`src/rtl/stretch_pkg.sv`:
```
package stretch_pkg;
  typedef enum logic [1:0] {
    ST_IDLE     = 2'd0,
    ST_RELEASED = 2'd1,
    ST_PULLED   = 2'd2
  } stretchState_e;

  typedef struct packed {
    logic load;   // capture compares and zero the count
    logic clear;  // zero the count
    logic step;   // advance the count by one
  } cntCtrl_t;
endpackage

```
`src/rtl/stretch_timer.sv`:
```
module stretch_timer
  import stretch_pkg::*;
#(
  parameter int unsigned CNT_W = 16
) (
  input  logic             clk,
  input  logic             rstN,
  input  cntCtrl_t         ctrl,
  input  logic [CNT_W-1:0] cmpAssertIn,
  input  logic [CNT_W-1:0] cmpReleaseIn,
  output logic             cfgValid,
  output logic             hitAssert,
  output logic             hitRelease
);
  localparam int unsigned WideW = CNT_W + 1;

  logic [CNT_W-1:0] count;
  logic [CNT_W-1:0] cmpAssertQ;
  logic [CNT_W-1:0] cmpReleaseQ;
  logic [WideW-1:0] countNext;

  assign countNext  = {1'b0, count} + WideW'(1);
  assign cfgValid   = (cmpAssertIn != '0) && (cmpAssertIn < cmpReleaseIn);
  assign hitAssert  = (countNext == {1'b0, cmpAssertQ});
  assign hitRelease = (countNext == {1'b0, cmpReleaseQ});

  always_ff @(posedge clk or negedge rstN) begin
    if (!rstN) begin
      count       <= '0;
      cmpAssertQ  <= '0;
      cmpReleaseQ <= '0;
    end else if (ctrl.load) begin
      count       <= '0;
      cmpAssertQ  <= cmpAssertIn;
      cmpReleaseQ <= cmpReleaseIn;
    end else if (ctrl.clear) begin
      count <= '0;
    end else if (ctrl.step) begin
      count <= countNext[CNT_W-1:0];
    end
  end
endmodule

```
`src/rtl/stretch_ctrl.sv`:
```
module stretch_ctrl
  import stretch_pkg::*;
(
  input  logic          clk,
  input  logic          rstN,
  input  logic          startEv,
  input  logic          stopEv,
  input  logic          cfgValid,
  input  logic          hitAssert,
  input  logic          hitRelease,
  output cntCtrl_t      ctrl,
  output logic          pullEn,
  output logic          cfgError,
  output stretchState_e state
);
  logic running;
  logic acceptStart;

  assign acceptStart = !running && startEv && !stopEv;

  always_comb begin
    ctrl = '0;
    if (stopEv) begin
      ctrl.clear = 1'b1;
    end else if (acceptStart) begin
      ctrl.load = cfgValid;
    end else if (running) begin
      if (hitRelease) ctrl.clear = 1'b1;
      else            ctrl.step  = 1'b1;
    end
  end

  always_ff @(posedge clk or negedge rstN) begin
    if (!rstN) begin
      running  <= 1'b0;
      pullEn   <= 1'b0;
      cfgError <= 1'b0;
    end else if (stopEv) begin
      running <= 1'b0;
      pullEn  <= 1'b0;
    end else if (acceptStart) begin
      running  <= cfgValid;
      cfgError <= !cfgValid;
      pullEn   <= 1'b0;
    end else if (running) begin
      if (hitRelease)     pullEn <= 1'b0;
      else if (hitAssert) pullEn <= 1'b1;
    end
  end

  always_comb begin
    if (!running)    state = ST_IDLE;
    else if (pullEn) state = ST_PULLED;
    else             state = ST_RELEASED;
  end
endmodule

```
`src/rtl/stretch_injector.sv`:
```
module stretch_injector
  import stretch_pkg::*;
#(
  parameter int unsigned CNT_W = 16
) (
  input  logic             clk,
  input  logic             rstN,
  input  logic             txStarted,
  input  logic             rxStarted,
  input  logic             stopped,
  input  logic [CNT_W-1:0] cmpAssert,
  input  logic [CNT_W-1:0] cmpRelease,
  output logic             sclPullEn,
  output logic             cfgError,
  output logic [1:0]       status
);
  cntCtrl_t      ctrl;
  logic          cfgValid;
  logic          hitAssert;
  logic          hitRelease;
  stretchState_e state;

  stretch_timer #(.CNT_W(CNT_W)) uTimer (
    .clk         (clk),
    .rstN        (rstN),
    .ctrl        (ctrl),
    .cmpAssertIn (cmpAssert),
    .cmpReleaseIn(cmpRelease),
    .cfgValid    (cfgValid),
    .hitAssert   (hitAssert),
    .hitRelease  (hitRelease)
  );

  stretch_ctrl uCtrl (
    .clk       (clk),
    .rstN      (rstN),
    .startEv   (txStarted | rxStarted),
    .stopEv    (stopped),
    .cfgValid  (cfgValid),
    .hitAssert (hitAssert),
    .hitRelease(hitRelease),
    .ctrl      (ctrl),
    .pullEn    (sclPullEn),
    .cfgError  (cfgError),
    .state     (state)
  );

  assign status = state;
endmodule

```
`config.mk`:
```
export PLATFORM = sky130hd
export DESIGN_NAME = stretch_injector
export DESIGN_NICKNAME = d
export VERILOG_FILES = /design/src/rtl/stretch_pkg.sv /design/src/rtl/stretch_timer.sv /design/src/rtl/stretch_ctrl.sv /design/src/rtl/stretch_injector.sv
export SDC_FILE = /design/constraint.sdc
export NUM_CORES = 1
export LEC_CHECK = 0
export BUFFER_PORTS_ARGS = -buffer_cell sky130_fd_sc_hd__buf_2
export CAP_MARGIN = 20
export CORE_MARGIN = 1
export CORE_UTILIZATION = 48
export DETAILED_ROUTE_END_ITERATION = 16
export PLACE_DENSITY = 0.71
export SLEW_MARGIN = 20
export SYNTH_ARGS = -nofsm -noshare
export SYNTH_HDL_FRONTEND = slang
export SYNTH_HIERARCHICAL = 1
export SYNTH_SLANG_ARGS = --single-unit
export TNS_END_PERCENT = 5
```
`constraint.sdc`:
```
create_clock -name clk -period 3.3 [get_ports clk]
set_clock_uncertainty 0.2 [all_clocks]
set_input_delay 0.66 -clock clk [delete_from_list [all_inputs] [get_ports clk]]
set_output_delay 0.66 -clock clk [all_outputs]
set_load 0.02 [all_outputs]
```
==> impl_metrics.py, run 1 <==
metrics = {
    "timing": {
        "grt_setup_unrepaired": "no",
        "post-route-period-util_pct": 92.0,
        "drv_slew": 0,
        "final_hold_viol_count": 0,
        "slew_headroom_pct": 55.6,
        "tightestPinTransition_ns": 0.666,
        "setup_viol": 0,
        "max_freq_ghz": 0.329,
        "fin_setup_tns_ns": 0,
        "final.min_clock_period_ns": 3.04,
    },
    "worst_hold_path": {
        "hp-class": "input port to async pin",
    },
    "yosys": {
        "syn_area_um2": 3430,
        "synthTopCellsByArea": "dfrtp_1, mux2_2, xor2_1",
        "yosys_most_used_dff": "dfrtp_1",
        "syn-num-nets": 403,
        "synth_edf_count": 0,
        "async_flop_share_pct": 100,
        "synth_cell_types": 48,
        "synth-seq-cells": 51,
        "postSynthAreaPerCell_um2": 9.79,
        "yosys.area.top_type": "dfrtp_1",
        "yosysMostFrequentCell": "dfrtp_1",
        "yosysSeqAreaShare_pct": 37.3,
        "synthCells": 350,
        "synth_top_area_share_pct": 37.3,
        "yosysWarnings": 6,
        "ys_top_cells_by_count": "dfrtp_1, mux2_2, nor2_1",
    },
    "run_status": {
        "outcome": "finished clean",
    },
    "setup_path": {
        "cpMostUsedCell": "or3_1",
        "arrival_ns": 3.08,
        "crit_path_max_fanout": 13,
        "cp_cell_sequence": "ha_1 > nand3_2 > or2_2 > or3_1 > a21o_1 > nand4_1 > nor4_2 > nor3b_2 > buf_12 > nand2_1 > or3_1 > a21oi_1",
        "crit_path_end_kind": "flip-flop",
        "critPathMaxStageDelay_ns": 0.36,
        "r2r_cells": 12,
        "worstSetupPathType": "flip-flop to flip-flop",
        "cp.required_ns": 3.34,
        "critPathSlowestCell": "dfrtp_1",
        "critPathLaunchType": "flip-flop",
    },
    "cts": {
        "cts_buffers": 5,
        "clock-sinks": 51,
        "htreeDepth": 2,
        "cts_resized": 0,
        "clk_latency_ns": 0.31,
        "cts_hold_buf": 0,
        "cts_root_buffer": "clkbuf_8",
        "clkTransAtPathRegs_ns": 0.11,
        "cts_tree": "yes",
        "clock_path_buffers": 2,
        "cts_setup_buffers": 0,
    },
    "cells_and_area": {
        "nFillCells": 632,
        "drive_above_1_share_pct": 30.0,
        "antenna_cells": 0,
        "final_nets": 455,
        "area_growth_pct": 16.0,
        "fin_area_um2": 3970,
    },
    "detailed_routing": {
        "routed_wl_um": 8030,
        "vias": 2711,
        "initialDrtViolationCount": 86,
        "drc": 0,
        "antenna_left": 0,
        "vias_per_cell": 5.43,
        "drt-wirelength-per-cell_um": 16.1,
        "firstDrtPassIters": 4,
    },
    "floorplanning": {
        "die-area_um2": 7480,
        "die_height_um": 86.5,
        "dieWidth_um": 86.5,
        "coreArea_um2": 6830,
        "start_util_pct": 50.1,
        "ios": 41,
        "rows": 30,
    },
    "place": {
        "placed_area_um2": 3860,
        "io_buffers": 40,
        "detailed_place_hpwl_um": 6250,
        "gp_congestion": 0.886,
    },
    "grt": {
        "grt_pass1_vias": 2750,
        "overflow": 0,
        "grt_start_max_net_pins": 52,
        "antenna_found_initial": 0,
        "track_usage_pct": 23.9,
        "grt_pass1_wl_um": 13700,
    },
    "power": {
        "total_power_mw": 1.76,
        "vdd_drop_max_uv": 271,
        "p_leak_nw": 1.79,
        "p_per_area_nw_per_um2": 443,
    },
    "job": {
        "maxCapViolCount": 0,
    },
}
==> per-layer routing <==
metal / vias to the layer above / part of all wire (%) / wire (um) / global-route usage [%]
met5: - / 0 / 0 / 0
met4: 0 / 3.4 / 275 / 10.3
met3: 23 / 3.6 / 288 / 2.76
met2: 70 / 47 / 3810 / 39.6
met1: 1297 / 46 / 3660 / 31.6
li1: 1321 / - / - / -
==> final cells by class <==
cell class / count / area, um2 / share of cell area [%]
repair buffers: 62 / 390 / 9.83
clock buffers: 5 / 68.8 / 1.73
well taps: 96 / 120 / 3.02
flip-flops and latches: 51 / 1280 / 32.1
multi-input cells: 263 / 2020 / 50.8
inverters: 19 / 71.3 / 1.80
clock inverters: 3 / 27.5 / 0.693
==> where the power goes <==
part | switching (mW) | leakage, nW | internal [mW]
clock network | 0.238 | 0.0467 | 0.158
logic | 0.235 | 1.11 | 0.263
registers | 0.123 | 0.639 | 0.743
total | 0.597 | 1.79 | 1.16
==> cell families after synthesis <==
| family | after synthesis | share of synthesized area, % |
|---|---|---|
| AO/OA/AOI/OAI | 49 | 8.91 |
| adder cells (fa/ha/maj) | 16 | 5.84 |
| buffers and inverters | 36 | 4.42 |
| flip-flops | 51 | 37.3 |
| AND/OR/NAND/NOR | 108 | 18.1 |
| XOR/XNOR | 54 | 13.8 |
| multiplexers | 36 | 11.7 |
==> through the flow <==
stage	utilization [%]	std cells	hold slack, ns	setup slack [ns]
6_report	58.2	499	0.250	0.263
5_1_grt	58.2	499	0.309	0.0358
4_1_cts	57.9	499	0.275	0.171
3_5_place_dp	56.5	491	0.263	0.0570
3_3_place_gp	56.5	491	0.262	0.114
2_1_floorplan	-	350	0.164	0.0654
==> final timing paths <==
path / slack (ns) / endpoint / startpoint
setup / recovery: 0.26 / uTimer/count[12] / uTimer/count[0]
hold / removal: 0.25 / uTimer/cmpAssertQ[0] / rstN
setup reg to reg: 0.26 / uTimer/count[12] / uTimer/count[0]
hold reg to reg: 0.28 / uCtrl/cfgError / uCtrl/cfgError
max in group asynchronous: 2.20 / uCtrl/cfgError / rstN
min in group clk: 0.28 / uCtrl/cfgError / uCtrl/cfgError
==> worst max-delay path, delay by kind of cell (launching register included) <==
kind	cells	cell delay (ns)
AOI/OAI and AO/OA	2	0.33
buffers and inverters	1	0.18
and+or+nand+nor	8	1.71
adders and majority gates	1	0.19
DFF	1	0.36
==> layout by cell type (no fill, tap or decap), types with 5 or more instances in the layout <==
cell and instances:
nand2_1 17, xnor2_1 26, o21ai_0 8, buf_2 40, dfrtp_1 51, nand3_1 13
inv_1 19, mux2_2 32, ha_1 16, xor2_1 28, nor2_1 29, clkbuf_8 5
nand4_1 10, buf_4 20, a21o_1 9, a21oi_1 19
==> state kept, by name, summed over array words and instances, names as in the netlist <==
name                count
uCtrl/cfgError          1
uCtrl/pullEn            1
uCtrl/running           1
uTimer/cmpAssertQ      16
uTimer/cmpReleaseQ     16
uTimer/count           16
Power figures use the tool's default switching activity.
==> inputs of run 2 (changes only) <==
--- a/config.mk
+++ b/config.mk
@@ -6,11 +6,10 @@
 export NUM_CORES = 1
 export LEC_CHECK = 0
 export BUFFER_PORTS_ARGS = -buffer_cell sky130_fd_sc_hd__buf_2
-export CAP_MARGIN = 20
-export CORE_MARGIN = 1
+export CAP_MARGIN = 10
 export CORE_UTILIZATION = 48
 export DETAILED_ROUTE_END_ITERATION = 16
-export PLACE_DENSITY = 0.71
+export PLACE_DENSITY = 0.69
 export SLEW_MARGIN = 20
 export SYNTH_ARGS = -nofsm -noshare
 export SYNTH_HDL_FRONTEND = slang
==> constraint.sdc (replaced) <==
create_clock -name clk -period 3.2 [get_ports clk]
set_clock_uncertainty 0.2 [all_clocks]
set_input_delay 0.64 -clock clk [delete_from_list [all_inputs] [get_ports clk]]
set_output_delay 0.64 -clock clk [all_outputs]
set_load 0.02 [all_outputs]
==> run 2 against run 1 <==
Wire length increased by 3.4%. Sequential cell count unchanged. Highest routed layer unchanged. Largest power group unchanged. Via count increased by 1.9%. Clock-buffer cell count increased by 1.
==> impl_metrics.py, run 2 (same netlist as run 1, synthesis figures left out) <==
metrics = {
    "run_status": {
        "outcome": "finished clean",
    },
    "cts": {
        "clock_path_buffers": 2,
        "clock-sinks": 51,
        "clk_latency_ns": 0.31,
        "cts_root_buffer": "clkbuf_8",
        "htreeDepth": 2,
        "clkTransAtPathRegs_ns": 0.10,
        "cts_setup_buffers": 0,
        "cts_tree": "yes",
        "cts_buffers": 5,
    },
    "timing": {
        "fin_setup_tns_ns": 0,
        "slew_headroom_pct": 56.4,
        "final_hold_viol_count": 0,
        "post-route-period-util_pct": 92.9,
        "grt_setup_unrepaired": "no",
        "setup_viol": 0,
        "final.min_clock_period_ns": 2.97,
        "fin_ws_ns": 0.226,
        "tightestPinTransition_ns": 0.655,
        "max_freq_ghz": 0.336,
        "timing.hold.ws_ns": 0.233,
        "drv_slew": 0,
    },
    "grt": {
        "track_usage_pct": 24.4,
        "overflow": 0,
        "grt_start_max_net_pins": 52,
        "grt_pass1_wl_um": 14000,
        "antenna_found_initial": 0,
        "grt_pass1_vias": 2705,
    },
    "power": {
        "p_per_area_nw_per_um2": 466,
        "vdd_drop_max_uv": 312,
        "p_leak_nw": 1.80,
        "total_power_mw": 1.85,
    },
    "place": {
        "io_buffers": 40,
        "pre_cts_ws_ns": -0.108,
        "detailed_place_hpwl_um": 6370,
        "placed_area_um2": 3850,
        "gp_congestion": 0.874,
        "post-place-cells": 491,
    },
    "detailed_routing": {
        "vias_per_cell": 5.55,
        "initialDrtViolationCount": 270,
        "antenna_left": 0,
        "firstDrtPassIters": 4,
        "vias": 2763,
        "drc": 0,
        "routed_wl_um": 8310,
        "drt-wirelength-per-cell_um": 16.7,
    },
    "cells_and_area": {
        "finish.utilization_pct": 58.0,
        "final_nets": 455,
        "antenna_cells": 0,
        "reg.largest.list": "uTimer/cmpAssertQ: 16 flops, uTimer/cmpReleaseQ: 16 flops, uTimer/count: 16 flops",
        "fin_cells": 498,
        "final_common_cell": "dfrtp_1",
        "final_cell_mix": "dfrtp_1, buf_2, mux2_2",
        "area_growth_pct": 15.7,
        "drive_above_1_share_pct": 29.4,
        "fin_area_um2": 3960,
    },
    "job": {
        "maxCapViolCount": 0,
    },
    "worst_hold_path": {
        "hp-class": "input port to async pin",
    },
    "setup_path": {
        "r2r_end": "uTimer/count[12]",
        "crit_path_end_kind": "flip-flop",
        "r2r_start": "uTimer/count[0]",
        "arrival_ns": 3.01,
        "worstSetupPathType": "flip-flop to flip-flop",
        "reg2reg_slack_ns": 0.23,
        "r2r_cells": 11,
        "cp.required_ns": 3.24,
        "crit_path_max_fanout": 6,
        "critPathLaunchType": "flip-flop",
    },
    "floorplanning": {
        "die-area_um2": 7480,
        "start_util_pct": 50.1,
        "coreArea_um2": 6830,
        "rows": 30,
        "dieWidth_um": 86.5,
        "ios": 41,
        "die_height_um": 86.5,
    },
}
run 2: changes by cell type in the layout (fill, tap and decap cells not counted), sizes merged:
| cell | previous run | this run |
|---|---|---|
| inv | 21 | 19 |
| bufinv | 0 | 1 |
| clkbuf | 5 | 6 |
| clkinvlp | 1 | 0 |
run 2: worst max-delay path by stage:
stage | start | end | slack, ns
final | uTimer/count[0] | uTimer/count[12] | 0.23
after global routing | uTimer/count[1] | uTimer/count[5] | 0.02
after CTS | uTimer/count[0] | uTimer/count[10] | 0.05
after detailed placement | cmpAssert[9] | uTimer/count[10] | -0.11
after global placement | cmpAssert[9] | uTimer/count[9] | -0.05
after floorplan | uTimer/count[1] | uTimer/count[10] | -0.006
run 2: layer usage:
metal | vias to the layer above | track usage [%] | share of wire (%)
met5 | - | 0 | 0
met4 | 0 | 8.03 | 2.8
met3 | 18 | 3.33 | 4.3
met2 | 79 | 39.6 | 48
met1 | 1345 | 33.9 | 45
li1 | 1321 | - | -
run 2: what timing repair did:
action | CTS | global route
hold buffers | 0 | 0
endpoints found under the setup margin | 1 | 16
resized for setup | 1 | 2
run 2: area by class of cell:
class                      count  area, um2
fill                         636       2870
clock buffer                   6       72.6
inverter                      19       71.3
multi-input combinational    263       2010
sequential                    51       1280
timing repair buffer          62        378
tap                           96        120
clock inverter                 1       30.0
run 2: worst max-delay path, cell delays in order (launching register included):
cell and delay [ns]:
dfrtp_1 0.36, ha_1 0.19, nand3_2 0.08, or2_2 0.37
or3_1 0.36, a21o_1 0.18, nand4_1 0.12, nor4_2 0.08
nor3b_2 0.30, nand2_1 0.19, or3_1 0.33, a21oi_1 0.15
run 2: report_power, final:
part | leakage [nW] | switching [mW] | internal [mW] | total (mW)
clock | 0.0513 | 0.219 | 0.230 | 0.448
sequential | 0.639 | 0.121 | 0.767 | 0.888
combinational | 1.11 | 0.239 | 0.271 | 0.510
total | 1.80 | 0.579 | 1.27 | 1.85
